==> src/rtl/fpp_pkg.sv <==
// Shared types and constants for the flash page programmer.
// Assumes a byte-wide flash device whose command addresses fit in 15 bits.
package fpp_pkg;

    typedef enum logic [2:0] {
        ST_IDLE,
        ST_UNLK0,
        ST_UNLK1,
        ST_UNLK2,
        ST_BURST,
        ST_POLL,
        ST_VERIFY
    } fpp_state_e;

    localparam logic [7:0]  ERASED_BYTE = 8'hFF;
    localparam logic [7:0]  CMD_FIRST   = 8'hAA;
    localparam logic [7:0]  CMD_SECOND  = 8'h55;
    localparam logic [7:0]  CMD_PROGRAM = 8'hA0;
    localparam logic [15:0] CMD_ADDR_A  = 16'h5555;
    localparam logic [15:0] CMD_ADDR_B  = 16'h2AAA;

endpackage

==> src/rtl/fpp_unlock_seq.sv <==
// Command prefix lookup: maps step 0..2 to the address/data of each
// write in the program-unlock prefix. Pure combinational; assumes
// ADDR_W >= 15 so the command addresses are representable.
module fpp_unlock_seq
    import fpp_pkg::*;
#(
    parameter int ADDR_W = 16
) (
    input  logic [1:0]        step,
    output logic [ADDR_W-1:0] cmd_addr,
    output logic [7:0]        cmd_data
);

    // Select the address and data of the current prefix step.
    always_comb begin
        case (step)
            2'd0: begin
                cmd_addr = ADDR_W'(CMD_ADDR_A);
                cmd_data = CMD_FIRST;
            end
            2'd1: begin
                cmd_addr = ADDR_W'(CMD_ADDR_B);
                cmd_data = CMD_SECOND;
            end
            default: begin
                cmd_addr = ADDR_W'(CMD_ADDR_A);
                cmd_data = CMD_PROGRAM;
            end
        endcase
    end

endmodule

==> src/rtl/fpp_page_cursor.sv <==
// Byte index within the page and the flash address derived from it.
// Assumes PAGE_BYTES is a power of two, at least 2, and the base aligned.
module fpp_page_cursor #(
    parameter int ADDR_W     = 16,
    parameter int PAGE_BYTES = 16,
    localparam int IDX_W     = $clog2(PAGE_BYTES)
) (
    input  logic              clk,
    input  logic              rst_n,
    input  logic              rewind,
    input  logic              step,
    input  logic [ADDR_W-1:0] base,
    output logic [IDX_W-1:0]  idx,
    output logic              last,
    output logic [ADDR_W-1:0] addr
);

    logic [IDX_W-1:0] idx_q;

    // Hold the index; rewind wins over step.
    always_ff @(posedge clk) begin
        if (!rst_n) begin
            idx_q <= '0;
        end else if (rewind) begin
            idx_q <= '0;
        end else if (step) begin
            idx_q <= idx_q + 1'b1;
        end
    end

    // Expose index, end-of-page flag and byte address.
    always_comb begin
        idx  = idx_q;
        last = (idx_q == IDX_W'(PAGE_BYTES - 1));
        addr = base + ADDR_W'(idx_q);
    end

endmodule

==> src/rtl/fpp_retry_ctr.sv <==
// Counts retries of the current page and flags when the budget is spent.
// Assumes clear and bump are never asserted together.
module fpp_retry_ctr #(
    parameter int MAX_RETRY = 16,
    localparam int RET_W    = $clog2(MAX_RETRY + 1)
) (
    input  logic clk,
    input  logic rst_n,
    input  logic clear,
    input  logic bump,
    output logic full
);

    logic [RET_W-1:0] cnt_q;

    // Retry count, cleared at page start.
    always_ff @(posedge clk) begin
        if (!rst_n) begin
            cnt_q <= '0;
        end else if (clear) begin
            cnt_q <= '0;
        end else if (bump && (cnt_q != RET_W'(MAX_RETRY))) begin
            cnt_q <= cnt_q + 1'b1;
        end
    end

    // Budget exhausted flag.
    always_comb full = (cnt_q == RET_W'(MAX_RETRY));

endmodule

==> src/rtl/flash_page_prog.sv <==
// Flash page programmer with read-back verify and bounded retry.
// Writes one page from a source buffer, skipping erased (0xFF) bytes,
// waits for the external completion detector, verifies, and retries
// from the first mismatching index. Assumes page_base is aligned to
// PAGE_BYTES, and that src_data and fl_rdata are valid combinationally.
module flash_page_prog
    import fpp_pkg::*;
#(
    parameter int ADDR_W     = 16,
    parameter int PAGE_BYTES = 16,
    parameter int MAX_RETRY  = 16,
    localparam int IDX_W     = $clog2(PAGE_BYTES),
    localparam int PG_W      = ADDR_W - IDX_W
) (
    input  logic              clk,
    input  logic              rst_n,
    input  logic              start,
    input  logic [ADDR_W-1:0] page_base,
    output logic [IDX_W-1:0]  src_idx,
    input  logic [7:0]        src_data,
    output logic              fl_we,
    output logic              fl_re,
    output logic [ADDR_W-1:0] fl_addr,
    output logic [7:0]        fl_wdata,
    input  logic [7:0]        fl_rdata,
    output logic              poll_req,
    output logic [ADDR_W-1:0] poll_addr,
    input  logic              poll_ack,
    output logic              done,
    output logic              fail,
    output logic [PG_W-1:0]   fail_page
);

    fpp_state_e        state_q, state_d;
    logic [ADDR_W-1:0] base_q, base_d;
    logic [ADDR_W-1:0] last_wr_q, last_wr_d;
    logic              unlocked_q, unlocked_d;
    logic              done_q, done_d;
    logic              fail_q, fail_d;

    logic              cur_rewind, cur_step, cur_last;
    logic [IDX_W-1:0]  cur_idx;
    logic [ADDR_W-1:0] cur_addr;
    logic              rty_clear, rty_bump, rty_full;
    logic [1:0]        cmd_step;
    logic [ADDR_W-1:0] cmd_addr;
    logic [7:0]        cmd_data;
    logic              byte_erased, mismatch;

    fpp_page_cursor #(.ADDR_W(ADDR_W), .PAGE_BYTES(PAGE_BYTES)) u_cursor (
        .clk    (clk),
        .rst_n  (rst_n),
        .rewind (cur_rewind),
        .step   (cur_step),
        .base   (base_q),
        .idx    (cur_idx),
        .last   (cur_last),
        .addr   (cur_addr)
    );

    fpp_retry_ctr #(.MAX_RETRY(MAX_RETRY)) u_retry (
        .clk   (clk),
        .rst_n (rst_n),
        .clear (rty_clear),
        .bump  (rty_bump),
        .full  (rty_full)
    );

    fpp_unlock_seq #(.ADDR_W(ADDR_W)) u_unlock (
        .step     (cmd_step),
        .cmd_addr (cmd_addr),
        .cmd_data (cmd_data)
    );

    // Prefix step follows the unlock state.
    always_comb begin
        case (state_q)
            ST_UNLK1: cmd_step = 2'd1;
            ST_UNLK2: cmd_step = 2'd2;
            default:  cmd_step = 2'd0;
        endcase
    end

    // Byte classification for the burst and verify phases.
    always_comb begin
        byte_erased = (src_data == ERASED_BYTE);
        mismatch    = (fl_rdata != src_data);
    end

    // Next-state and bus control.
    always_comb begin
        state_d    = state_q;
        base_d     = base_q;
        last_wr_d  = last_wr_q;
        unlocked_d = unlocked_q;
        done_d     = 1'b0;
        fail_d     = fail_q;
        cur_rewind = 1'b0;
        cur_step   = 1'b0;
        rty_clear  = 1'b0;
        rty_bump   = 1'b0;
        fl_we      = 1'b0;
        fl_re      = 1'b0;
        fl_addr    = cur_addr;
        fl_wdata   = cmd_data;
        case (state_q)
            ST_IDLE: begin
                if (start) begin
                    base_d     = page_base;
                    cur_rewind = 1'b1;
                    rty_clear  = 1'b1;
                    unlocked_d = 1'b0;
                    fail_d     = 1'b0;
                    state_d    = ST_BURST;
                end
            end
            ST_UNLK0, ST_UNLK1: begin
                fl_we   = 1'b1;
                fl_addr = cmd_addr;
                state_d = (state_q == ST_UNLK0) ? ST_UNLK1 : ST_UNLK2;
            end
            ST_UNLK2: begin
                fl_we      = 1'b1;
                fl_addr    = cmd_addr;
                unlocked_d = 1'b1;
                state_d    = ST_BURST;
            end
            ST_BURST: begin
                if (!byte_erased && !unlocked_q) begin
                    state_d = ST_UNLK0;
                end else begin
                    if (!byte_erased) begin
                        fl_we     = 1'b1;
                        fl_wdata  = src_data;
                        last_wr_d = cur_addr;
                    end
                    if (cur_last) begin
                        cur_rewind = 1'b1;
                        state_d    = unlocked_q ? ST_POLL : ST_VERIFY;
                    end else begin
                        cur_step = 1'b1;
                    end
                end
            end
            ST_POLL: begin
                if (poll_ack) begin
                    state_d = ST_VERIFY;
                end
            end
            ST_VERIFY: begin
                fl_re = 1'b1;
                if (mismatch) begin
                    if (rty_full) begin
                        done_d  = 1'b1;
                        fail_d  = 1'b1;
                        state_d = ST_IDLE;
                    end else begin
                        rty_bump   = 1'b1;
                        unlocked_d = 1'b0;
                        state_d    = ST_BURST;
                    end
                end else if (cur_last) begin
                    done_d     = 1'b1;
                    fail_d     = 1'b0;
                    cur_rewind = 1'b1;
                    state_d    = ST_IDLE;
                end else begin
                    cur_step = 1'b1;
                end
            end
            default: state_d = ST_IDLE;
        endcase
    end

    // Control registers.
    always_ff @(posedge clk) begin
        if (!rst_n) begin
            state_q    <= ST_IDLE;
            base_q     <= '0;
            last_wr_q  <= '0;
            unlocked_q <= 1'b0;
            done_q     <= 1'b0;
            fail_q     <= 1'b0;
        end else begin
            state_q    <= state_d;
            base_q     <= base_d;
            last_wr_q  <= last_wr_d;
            unlocked_q <= unlocked_d;
            done_q     <= done_d;
            fail_q     <= fail_d;
        end
    end

    // Output assignments.
    always_comb begin
        src_idx   = cur_idx;
        poll_req  = (state_q == ST_POLL);
        poll_addr = last_wr_q;
        done      = done_q;
        fail      = fail_q;
        fail_page = base_q[ADDR_W-1:IDX_W];
    end

endmodule

==> config.mk <==
export PLATFORM = sky130hd
export DESIGN_NAME = flash_page_prog
export DESIGN_NICKNAME = d
export VERILOG_FILES = /design/src/rtl/fpp_pkg.sv /design/src/rtl/fpp_unlock_seq.sv /design/src/rtl/fpp_page_cursor.sv /design/src/rtl/fpp_retry_ctr.sv /design/src/rtl/flash_page_prog.sv
export SDC_FILE = /design/constraint.sdc
export NUM_CORES = 1
export LEC_CHECK = 0
export BUFFER_PORTS_ARGS = -buffer_cell sky130_fd_sc_hd__buf_2
export CAP_MARGIN = 10
export CORE_ASPECT_RATIO = 0.75
export CORE_MARGIN = 3
export CORE_UTILIZATION = 30
export DETAILED_ROUTE_END_ITERATION = 10
export GPL_TIMING_DRIVEN = 0
export PLACE_DENSITY_LB_ADDON = 0.25
export SYNTH_ARGS = -nofsm -noshare
export SYNTH_HDL_FRONTEND = slang
export SYNTH_SLANG_ARGS = --single-unit
==> constraint.sdc <==
create_clock -name clk -period 2.2 [get_ports clk]
set_input_delay 0 -clock clk [delete_from_list [all_inputs] [get_ports clk]]
set_output_delay 0 -clock clk [all_outputs]
set_load 0.02 [all_outputs]
==> key figures, run 1 <==
Drt
  • WL per Instance: between 10 and 15 um
  • Via count: about 2,800
  • DR iter-0 viols: 80
  • DRC Markers: 0
  • Via/cell ratio: 4.85
  • Routed WL: 8470 um
  • DRT Pass-1 Iters: 4
  • Post-route ant nets: 0

Layout
  • Final Net Count: 519
  • Register cell area after layout: 946 um2
  • Share of layout cells above drive strength 1: a little under a third
  • Antenna diodes: 0
  • Final std cells w/o fill: ~580
  • Multi-input gate area: around 1700 um2
  • Filler Cells Inserted: 865
  • Area growth syn-to-layout: 40.2%

Timing
  • Fin Setup TNS: 0 ps
  • Final worst-path cycle share: 99.8%
  • Relative slew slack: approximately 60%
  • Tmin final: between 2000 and 2500 ps
  • RSZ-0062 raised after global routing: true
  • Final setup fails: 0
  • Final slew viol count: 0
  • Final hold vios: 0
  • Worst-Margin Slew: a little under 600 ps
  • Worst hold slack: between 100 and 150 ps
  • Skew final: around 3.2 ps
  • Final WS setup: slightly above 5 ps
  • Highest Clock Rate: about 460 MHz

Global route
  • GR Util met2: 24.6%
  • Largest net degree at the start of global routing: 16
  • Vias in the first global route: between 2,000 and 3,000
  • Met1 Use GR: 22.9%
  • First-pass GRT wire length: about 13,000 um
  • Total track usage: between 15 and 20%
  • Initial antenna violation count: 0
  • Gr busiest metal: met2
  • GRT overflow: 0
  • Grt met3 use: 3.21%

Power
  • Psw: approximately 1.5 mW
  • P_int: about 2 mW
  • Worst vdd ir: ~0.43 mV
  • Flop pwr share: about a third
  • PnR Total Power: between 3 and 4 mW
  • Lkg Pwr: approximately 1.7 nW
  • Power Density: ~900 nW/um2
  • Sw Share: 43.0%
  • Comb power frac: 46.3%
  • Clock share of power: around 22%

Synth
  • Synth Area per Inst: roughly 7.8 um2
  • Yosys warning count: 0
  • Dominant cell type by area after synthesis: dfxtp_1
  • Mapped Cells: 347
  • Ys flop type: dfxtp_1
  • Synthesized area: approximately 2700 um2
  • Commonest cells in the netlist: 61 x nand2_1, 47 x dfxtp_1, 42 x a21oi_1
  • Yosys reg bits: 47
  • Most frequent cell after synthesis: nand2_1
  • Mapped Nets: slightly below 400
  • Async SR Flop Fraction: 0%
  • Number of synthesized flops with an enable pin: 0
  • Post-synth top area share: roughly a third
  • Synth area leaders: dfxtp_1 35%, nand2_1 8.4%, a21oi_1 7.7%
  • Yosys cell types: just over 50
  • Sequential area share after synthesis: 34.7%

Clock tree
  • CTS tree: yes
  • Clock Latency Late Sink: ~280 ps
  • Clock Root Buffer: clkbuf_16
  • Clock buffer depth: 2
  • H-tree Lvls: 2
  • CTS buffer count: 5
  • Worst-path clk slew: 70 ps
  • CTS sink cnt: 47

Worst setup path
  • Critical R2R Capture: poll_addr[6]$_SDFFE_PN0P_
  • Crit path to: fl_addr[14]
  • Crit path launch: u_cursor.idx[0]$_SDFFE_PP0P_
  • R2R Setup Slk: 90 ps
  • Worst EP arrival: around 2200 ps
  • Crit path capture type: primary output
  • Max FO, Critical Path: 6
  • Cells on worst reg2reg path: 10
  • Crit path kind: flip-flop to primary output
  • RR Startpoint: u_cursor.idx[0]$_SDFFE_PP0P_
  • Critical Path Source Type: flip-flop
  • Critical Path RT: about 2200 ps

Floorplanning
  • Die W: 116 um
  • Io pins: 97
  • Die ar.: between 10,000 and 15,000 um2
  • Row count: 29
  • Initial core utilization: a little under a third
  • Die height: ~90 um
  • Placeable Area: 8640 um2

Placement
  • Pre-CTS WS: -67.4 ps
  • DP HPWL: about 6400 um
  • DP Cell Count: between 500 and 600
  • IO Port Bufs: between 90 and 100
  • GP Congestion: 0.891

Hold path
  • Hold Path Class: input port to flip-flop

Job
  • Max_cap viols: 0

Status
  • Status: complete, no violations
==> worst max-delay path, cell delays in order, from the launching register on <==
cell and delay, ps:
dfxtp_4 360, ha_4 160, fa_2 340, a21o_1 190, a21oi_4 200, buf_4 150
nor3_2 40, xnor2_2 150, o21ai_1 140, buf_4 160
==> logic make-up (layout without fill, tap and decap cells) <==
group           Yosys count  count (layout)  synth area share [%]
compound gates           94              94                  20.9
xor+xnor                 24              24                  7.75
fa+ha+maj                 8               8                  3.96
buf+inv                  42             171                  7.65
flops                    47              47                  34.7
mux                       5               5                  1.84
simple gates            127             127                  23.2
==> area by class of cell <==
type / count / share of cell area [%]
inverters: 12 / 1.18
clock buffers: 5 / 3.29
flip-flops and latches: 47 / 24.9
plain buffers: 30 / 4.34
clock inverters: 3 / 0.526
multi-input cells: 258 / 43.4
repair buffers: 121 / 18.9
well taps: 108 / 3.55
==> per-stage QoR <==
step	instance area [um2]	utilization [%]
6_report	3810	44.1
5_1_grt	3810	44.1
4_1_cts	3710	42.9
3_5_place_dp	3320	38.5
3_3_place_gp	3320	38.5
2_1_floorplan	2710	-
==> layer usage <==
| layer | up-vias | wire length, um |
|---|---|---|
| met3 | 4 | 362 |
| met4 | 0 | 44 |
| li1 | 1446 | - |
| met5 | - | 0 |
| met1 | 1315 | 4500 |
| met2 | 69 | 3570 |
==> cells in the final DEF (no fill, tap or decap), types with 3 or more instances in the layout <==
master | Yosys | final
buf_2 | 3 | 96
nand2_1 | 61 | 61
dfxtp_1 | 47 | 45
a21oi_1 | 42 | 40
buf_4 | 12 | 23
o21ai_0 | 23 | 18
nor2_1 | 18 | 17
dlygate4sd3_1 | 0 | 17
xor2_1 | 14 | 13
inv_1 | 12 | 12
clkbuf_1 | 13 | 11
nand3_1 | 10 | 10
xnor2_1 | 10 | 9
nand4_1 | 7 | 7
o21a_1 | 6 | 6
o21ai_1 | 0 | 5
nor3_1 | 6 | 5
mux2i_1 | 5 | 5
ha_1 | 7 | 5
clkbuf_16 | 0 | 5
a211oi_1 | 4 | 4
or3_1 | 4 | 4
clkbuf_2 | 1 | 3
and3_1 | 3 | 3
o21bai_1 | 3 | 3
and2_1 | 3 | 3
==> registers in the layout (all words and copies together) (netlist names) <==
name,cells
u_retry.cnt_q,5
base_q,16
done,1
fail,1
state_q,3
u_cursor.idx,4
unlocked_q,1
poll_addr,16
==> worst min-delay path by stage <==
stage	start	end	slack (ps)	cells past startpoint
after global placement	page_base[9]	base_q[9]$_SDFFE_PN0P_	250	3
after floorplan	page_base[0]	base_q[0]$_SDFFE_PN0P_	140	2
after global routing	rst_n	state_q[1]$_SDFFE_PN0P_	160	3
after CTS	rst_n	poll_addr[9]$_SDFFE_PN0P_	110	3
final	rst_n	poll_addr[9]$_SDFFE_PN0P_	110	3
after detailed placement	page_base[15]	base_q[15]$_SDFFE_PN0P_	250	3
==> power by group through the flow <==
| stage | Sequential, mW | Clock [mW] | Combinational [mW] |
|---|---|---|---|
| 2_1_floorplan | 1.04 | 0 | 1.02 |
| 4_1_cts | 1.06 | 0.765 | 1.54 |
| 6_report | 1.07 | 0.759 | 1.58 |
| 5_1_grt | 1.09 | 0.798 | 1.72 |
| 3_3_place_gp | 1.08 | 0 | 1.47 |
| 3_5_place_dp | 1.08 | 0 | 1.48 |
==> timing repair <==
item	in CTS	in global routing
endpoints found under the setup margin	13	31
gates resized for setup	8	16
endpoints found under the hold margin	17	0
pin swaps	3	5
setup buffers	5	4
hold buffers	17	0
(Power assumes the default switching activity.)
==> run 2: changes to the inputs <==
--- a/config.mk
+++ b/config.mk
@@ -6,8 +6,7 @@
 export NUM_CORES = 1
 export LEC_CHECK = 0
 export BUFFER_PORTS_ARGS = -buffer_cell sky130_fd_sc_hd__buf_2
-export CAP_MARGIN = 10
-export CORE_ASPECT_RATIO = 0.75
+export CAP_MARGIN = 20
 export CORE_MARGIN = 3
 export CORE_UTILIZATION = 30
 export DETAILED_ROUTE_END_ITERATION = 10
==> constraint.sdc (replaced) <==
create_clock -name clk -period 2 [get_ports clk]
set_input_delay 0 -clock clk [delete_from_list [all_inputs] [get_ports clk]]
set_output_delay 0 -clock clk [all_outputs]
set_load 0.02 [all_outputs]
==> key figures, run 2 (synthesis results as in run 1) <==
Global route
  • Vias in the first global route: 2,758
  • Largest net degree at the start of global routing: 20
  • First-pass GRT wire length: between 10,000 and 15,000 um
  • Total track usage: about 16%
  • Initial antenna violation count: 0
  • GRT overflow: 0

Power
  • PnR Total Power: between 3 and 4 mW
  • Power Density: between 1000 and 1500 nW/um2
  • Lkg Pwr: between 1.5 and 2 nW
  • Worst vdd ir: 0.471 mV

Timing
  • Skew final: a little over 8 ps
  • Final hold vios: 0
  • Final setup fails: 14
  • Highest Clock Rate: about 460 MHz
  • Worst-Margin Slew: between 500 and 600 ps
  • Relative slew slack: ~60%
  • RSZ-0062 raised after global routing: true
  • Worst hold slack: 109 ps
  • Tmin final: 2160 ps
  • Final worst-path cycle share: 108%
  • Final WS setup: -161 ps
  • Fin Setup TNS: -1520 ps
  • Final slew viol count: 0

Floorplanning
  • Die height: 101 um
  • Initial core utilization: 31.0%
  • Die W: about 100 um
  • Die ar.: 10,200 um2
  • Placeable Area: around 9000 um2
  • Row count: 34
  • Io pins: 97

Worst setup path
  • R2R Setup Slk: -130 ps
  • Critical R2R Capture: poll_addr[14]$_SDFFE_PN0P_
  • Crit path launch: u_cursor.idx[0]$_SDFFE_PP0P_
  • WP buf/inv: 1
  • Max incr delay on CP: about 370 ps
  • Max FO, Critical Path: 6
  • Crit path capture type: primary output
  • Cell Chain, Critical Path: ha_4 > fa_2 > a21o_1 > a21oi_4 > nand3b_1 > xor2_2 > o21ai_2 > buf_6
  • Critical Path RT: 2000 ps
  • Crit path kind: flip-flop to primary output
  • CP top delay family: adder cells
  • RR Startpoint: u_cursor.idx[0]$_SDFFE_PP0P_
  • Critical Path Source Type: flip-flop
  • Cells on worst reg2reg path: 10
  • Crit path to: fl_addr[6]
  • CP Depth: 8
  • Worst EP arrival: 2160 ps
  • Slowest CP cell: dfxtp_4

Hold path
  • Hold Path Class: input port to flip-flop

Clock tree
  • Worst-path clk slew: roughly 90 ps
  • Clock Root Buffer: clkbuf_8
  • H-tree Lvls: 2
  • CTS buffer count: 5
  • Clock Latency Late Sink: about 310 ps
  • CTS tree: yes
  • CTS sink cnt: 47
  • Clock buffer depth: 2

Layout
  • Commonest cells after routing, fill and taps aside: 91 x buf_2, 61 x nand2_1, 43 x dfxtp_1, 40 x a21oi_1, 25 x buf_4
  • Area growth syn-to-layout: 43.6%
  • Antenna diodes: 0
  • Final Net Count: around 520
  • Final std cells w/o fill: around 590
  • Filler Cells Inserted: 886
  • Share of layout cells above drive strength 1: 35.3%
  • Commonest non-fill, non-tap cell in the layout: buf_2
  • Finished layout cell area: 3900 um2

Drt
  • WL per Instance: roughly 14 um
  • Routed WL: approximately 8400 um
  • Via/cell ratio: around 4.9
  • Via count: about 2,900
  • Post-route ant nets: 0
  • DR iter-0 viols: 60
  • DRT Pass-1 Iters: 4
  • DRC Markers: 0

Placement
  • DP HPWL: 6370 um
  • DP Area: about 3400 um2
  • DP Cell Count: between 500 and 600
  • IO Port Bufs: 95
  • GP Congestion: 0.858

Status
  • Status: complete, but fails checks
  • Failing checks: setup timing

Job
  • Max_cap viols: 0
-- run 2: cell count changes in the layout (fill, tap and decap cells not counted), moves of 4 or more --
cell / before / now
clkbuf_16: 5 / 0
buf_6: 0 / 5
o21ai_1: 5 / 1
clkbuf_1: 11 / 6
clkbuf_2: 3 / 9
clkbuf_8: 0 / 5
buf_2: 96 / 91
o21ai_2: 0 / 5
-- run 2: per-layer routing --
layer	wire (um)	track usage, %	up-vias
met1	3960	21.7	1329
li1	-	-	1455
met5	0	0	-
met3	480	2.63	5
met4	64	3.48	0
met2	3880	26.6	71
-- run 2: area by class of cell --
type	count	area, um2	area share [%]
repair buffers	125	774	19.9
multi-input cells	258	1680	43.2
clock buffers	5	68.8	1.77
plain buffers	29	170	4.37
flip-flops and latches	47	948	24.3
well taps	108	135	3.47
clock inverters	3	71.3	1.83
inverters	12	45.0	1.16
-- run 2: repair_timing --
item	4_1_cts	5_1_grt
pin swaps	8	4
resized for setup	24	20
setup buffers	13	0
setup endpoints to repair	37	44
gates cloned	0	0
endpoints found under the hold margin	17	0
hold buffers	17	0
-- run 2: per-stage QoR --
| stage | util (%) | setup slack, ps |
|---|---|---|
| after CTS | 43.9 | -204 |
| after floorplan | - | 23.3 |
| after global routing | 44.5 | -291 |
| after detailed placement | 38.3 | -71.4 |
| after global placement | 38.3 | -56.0 |
| final | 44.5 | -161 |
-- run 2: worst min-delay path by stage --
| stage | start | to | slack (ps) | depth (start not counted) |
|---|---|---|---|---|
| floorplan | page_base[0] | base_q[0]$_SDFFE_PN0P_ | 140 | 2 |
| global placement | page_base[11] | base_q[11]$_SDFFE_PN0P_ | 240 | 3 |
| detailed placement | page_base[8] | base_q[8]$_SDFFE_PN0P_ | 250 | 3 |
| CTS | poll_ack | state_q[0]$_SDFFE_PN0P_ | 90 | 5 |
| global route | rst_n | poll_addr[9]$_SDFFE_PN0P_ | 130 | 3 |
| finish | poll_ack | state_q[0]$_SDFFE_PN0P_ | 110 | 5 |
-- run 2: where the power goes --
| group | switching, mW | internal [mW] | total (mW) | leakage, nW |
|---|---|---|---|---|
| sequential | 0.148 | 1.03 | 1.18 | 0.384 |
| combinational | 1.11 | 0.738 | 1.85 | 1.29 |
| clock | 0.356 | 0.508 | 0.864 | 0.0703 |
| total | 1.62 | 2.28 | 3.90 | 1.74 |
-- run 2: worst min-delay path, cell delays in order --
cell	delay (ps)
buf_2	90
nand2_1	50
o31ai_1	60
a2bb2o_1	130
a211oi_1	40
==> run 3: changes to the inputs <==
--- a/config.mk
+++ b/config.mk
@@ -9,6 +9,7 @@
 export CAP_MARGIN = 20
 export CORE_MARGIN = 3
 export CORE_UTILIZATION = 30
+export CTS_CLUSTER_SIZE = 10
 export DETAILED_ROUTE_END_ITERATION = 10
 export GPL_TIMING_DRIVEN = 0
 export PLACE_DENSITY_LB_ADDON = 0.25
==> constraint.sdc (replaced) <==
create_clock -name clk -period 2 [get_ports clk]
set_input_delay 0.2 -clock clk [delete_from_list [all_inputs] [get_ports clk]]
set_output_delay 0.2 -clock clk [all_outputs]
set_load 0.02 [all_outputs]
==> key figures, run 3 (synthesis results as in run 1) <==
Status
  • Status: complete, but fails checks
  • Failing checks: setup timing

Floorplanning
  • Placeable Area: ~8800 um2
  • Die ar.: just over 10,000 um2
  • Row count: 34
  • Io pins: 97
  • Die height: around 100 um
  • Initial core utilization: 31.0%
  • Die W: 101 um

Timing
  • Worst hold slack: 127 ps
  • Final slew viol count: 0
  • Fin Setup TNS: -3960 ps
  • Final hold vios: 0
  • Tmin final: ~2500 ps
  • Worst-Margin Slew: 612 ps
  • Final WS setup: -479 ps
  • Highest Clock Rate: roughly 400 MHz
  • Final setup fails: 18
  • Final worst-path cycle share: 124%
  • Skew final: approximately 10 ps
  • RSZ-0062 raised after global routing: true
  • Relative slew slack: between 50% and 60%

Job
  • Max_cap viols: 0

Drt
  • DR iter-0 viols: 70
  • WL per Instance: 15.2 um
  • DRT Pass-1 Iters: 4
  • Via/cell ratio: 4.99
  • Via count: 2,897
  • Post-route ant nets: 0
  • DRC Markers: 0
  • Routed WL: between 8000 and 9000 um

Worst setup path
  • Crit path kind: flip-flop to primary output
  • Max FO, Critical Path: 6
  • Crit path capture type: primary output
  • Critical Path RT: 1800 ps
  • Worst EP arrival: 2280 ps
  • Critical Path Source Type: flip-flop

Global route
  • Initial antenna violation count: 0
  • First-pass GRT wire length: 13,100 um
  • GRT overflow: 0
  • Largest net degree at the start of global routing: 20
  • Vias in the first global route: between 2,000 and 3,000
  • Total track usage: around 16%

Layout
  • Commonest cells after routing, fill and taps aside: 84 x buf_2, 58 x nand2_1, 38 x dfxtp_1, 34 x buf_4, 30 x a21oi_1
  • Filler Cells Inserted: ~860
  • Share of layout cells above drive strength 1: roughly 46%
  • Area growth syn-to-layout: 51.1%
  • Final Net Count: slightly above 500
  • Antenna diodes: 0
  • Commonest non-fill, non-tap cell in the layout: buf_2

Clock tree
  • Cts-stage hold buffer count: 0
  • CTS tree: yes
  • Clock Latency Late Sink: roughly 300 ps
  • CTS sink cnt: 47
  • H-tree Lvls: 2
  • Clock Root Buffer: clkbuf_8
  • Worst-path clk slew: around 80 ps
  • CTS buffer count: 5
  • Clock buffer depth: 2

Power
  • Lkg Pwr: 1.79 nW
  • Power Density: roughly 960 nW/um2
  • Worst vdd ir: roughly 0.42 mV
  • PnR Total Power: between 3 and 4 mW

Placement
  • IO Port Bufs: 95
  • GP Congestion: approximately 0.83
  • DP HPWL: roughly 6300 um
  • Pre-CTS WS: -183 ps

Hold path
  • Hold Path Class: input port to flip-flop
## run 3: cell types whose count changed in the layout (fill, tap and decap cells not counted), sizes merged
cell         delta
dlygate4sd3    -17
buf            +14
clkbuf          -2
clkinvlp        +2
inv             -2
bufinv          -1
## run 3: final cells by class
type                    count  area, um2  area share [%]
well taps                 108        135            3.29
multi-input cells         258       1910            46.6
repair buffers            120        753            18.4
plain buffers              29        184            4.48
flip-flops and latches     47        962            23.5
clock inverters             2       37.5           0.915
inverters                  12       48.8            1.19
clock buffers               5       68.8            1.68
## run 3: power by group
group          internal, mW  leakage (nW)  total [mW]  switching, mW
sequential             1.03         0.386        1.20          0.167
clock                 0.365        0.0502       0.688          0.322
combinational         0.868          1.35        2.07           1.20
total                  2.27          1.79        3.96           1.69
## run 3: worst max-delay path, stage by stage, from the launching register on
cell      delay [ps]
dfxtp_4          360
ha_4             160
fa_2             380
a21o_1           200
a21oi_4          250
nand3b_1         200
xor2_2           190
o21ai_2           90
buf_6            150
## run 3: final timing paths
check | from | endpoint | slack [ps] | cells past startpoint
setup / recovery | u_cursor.idx[0]$_SDFFE_PP0P_ | fl_addr[6] | -480 | 8
setup reg to reg | u_cursor.idx[0]$_SDFFE_PP0P_ | poll_addr[8]$_SDFFE_PN0P_ | -330 | 12
hold reg to reg | poll_addr[1]$_SDFFE_PN0P_ | poll_addr[1]$_SDFFE_PN0P_ | 460 | 2
hold / removal | page_base[3] | base_q[3]$_SDFFE_PN0P_ | 130 | 3
## run 3: repair_timing
item	in CTS	in global routing
endpoints found under the hold margin	0	0
cloned	0	0
setup buffers	21	13
gates resized for setup	54	66
endpoints found under the setup margin	36	31
pin swaps	18	23
## run 3: per-layer routing
metal  routed length [um]  up-vias  GRT usage, %
met4                  121        0          3.07
li1                     -     1444             -
met2                 4180       95          26.4
met5                    0        -             0
met3                  559       12          3.04
met1                 3980     1346          21.7
## run 3: stage by stage
stage	instances	instance area (um2)	util [%]
global route	581	4100	46.8
CTS	577	3840	43.8
detailed placement	550	3370	38.5
finish	581	4100	46.8
global placement	550	3370	38.5
floorplan	347	2760	-
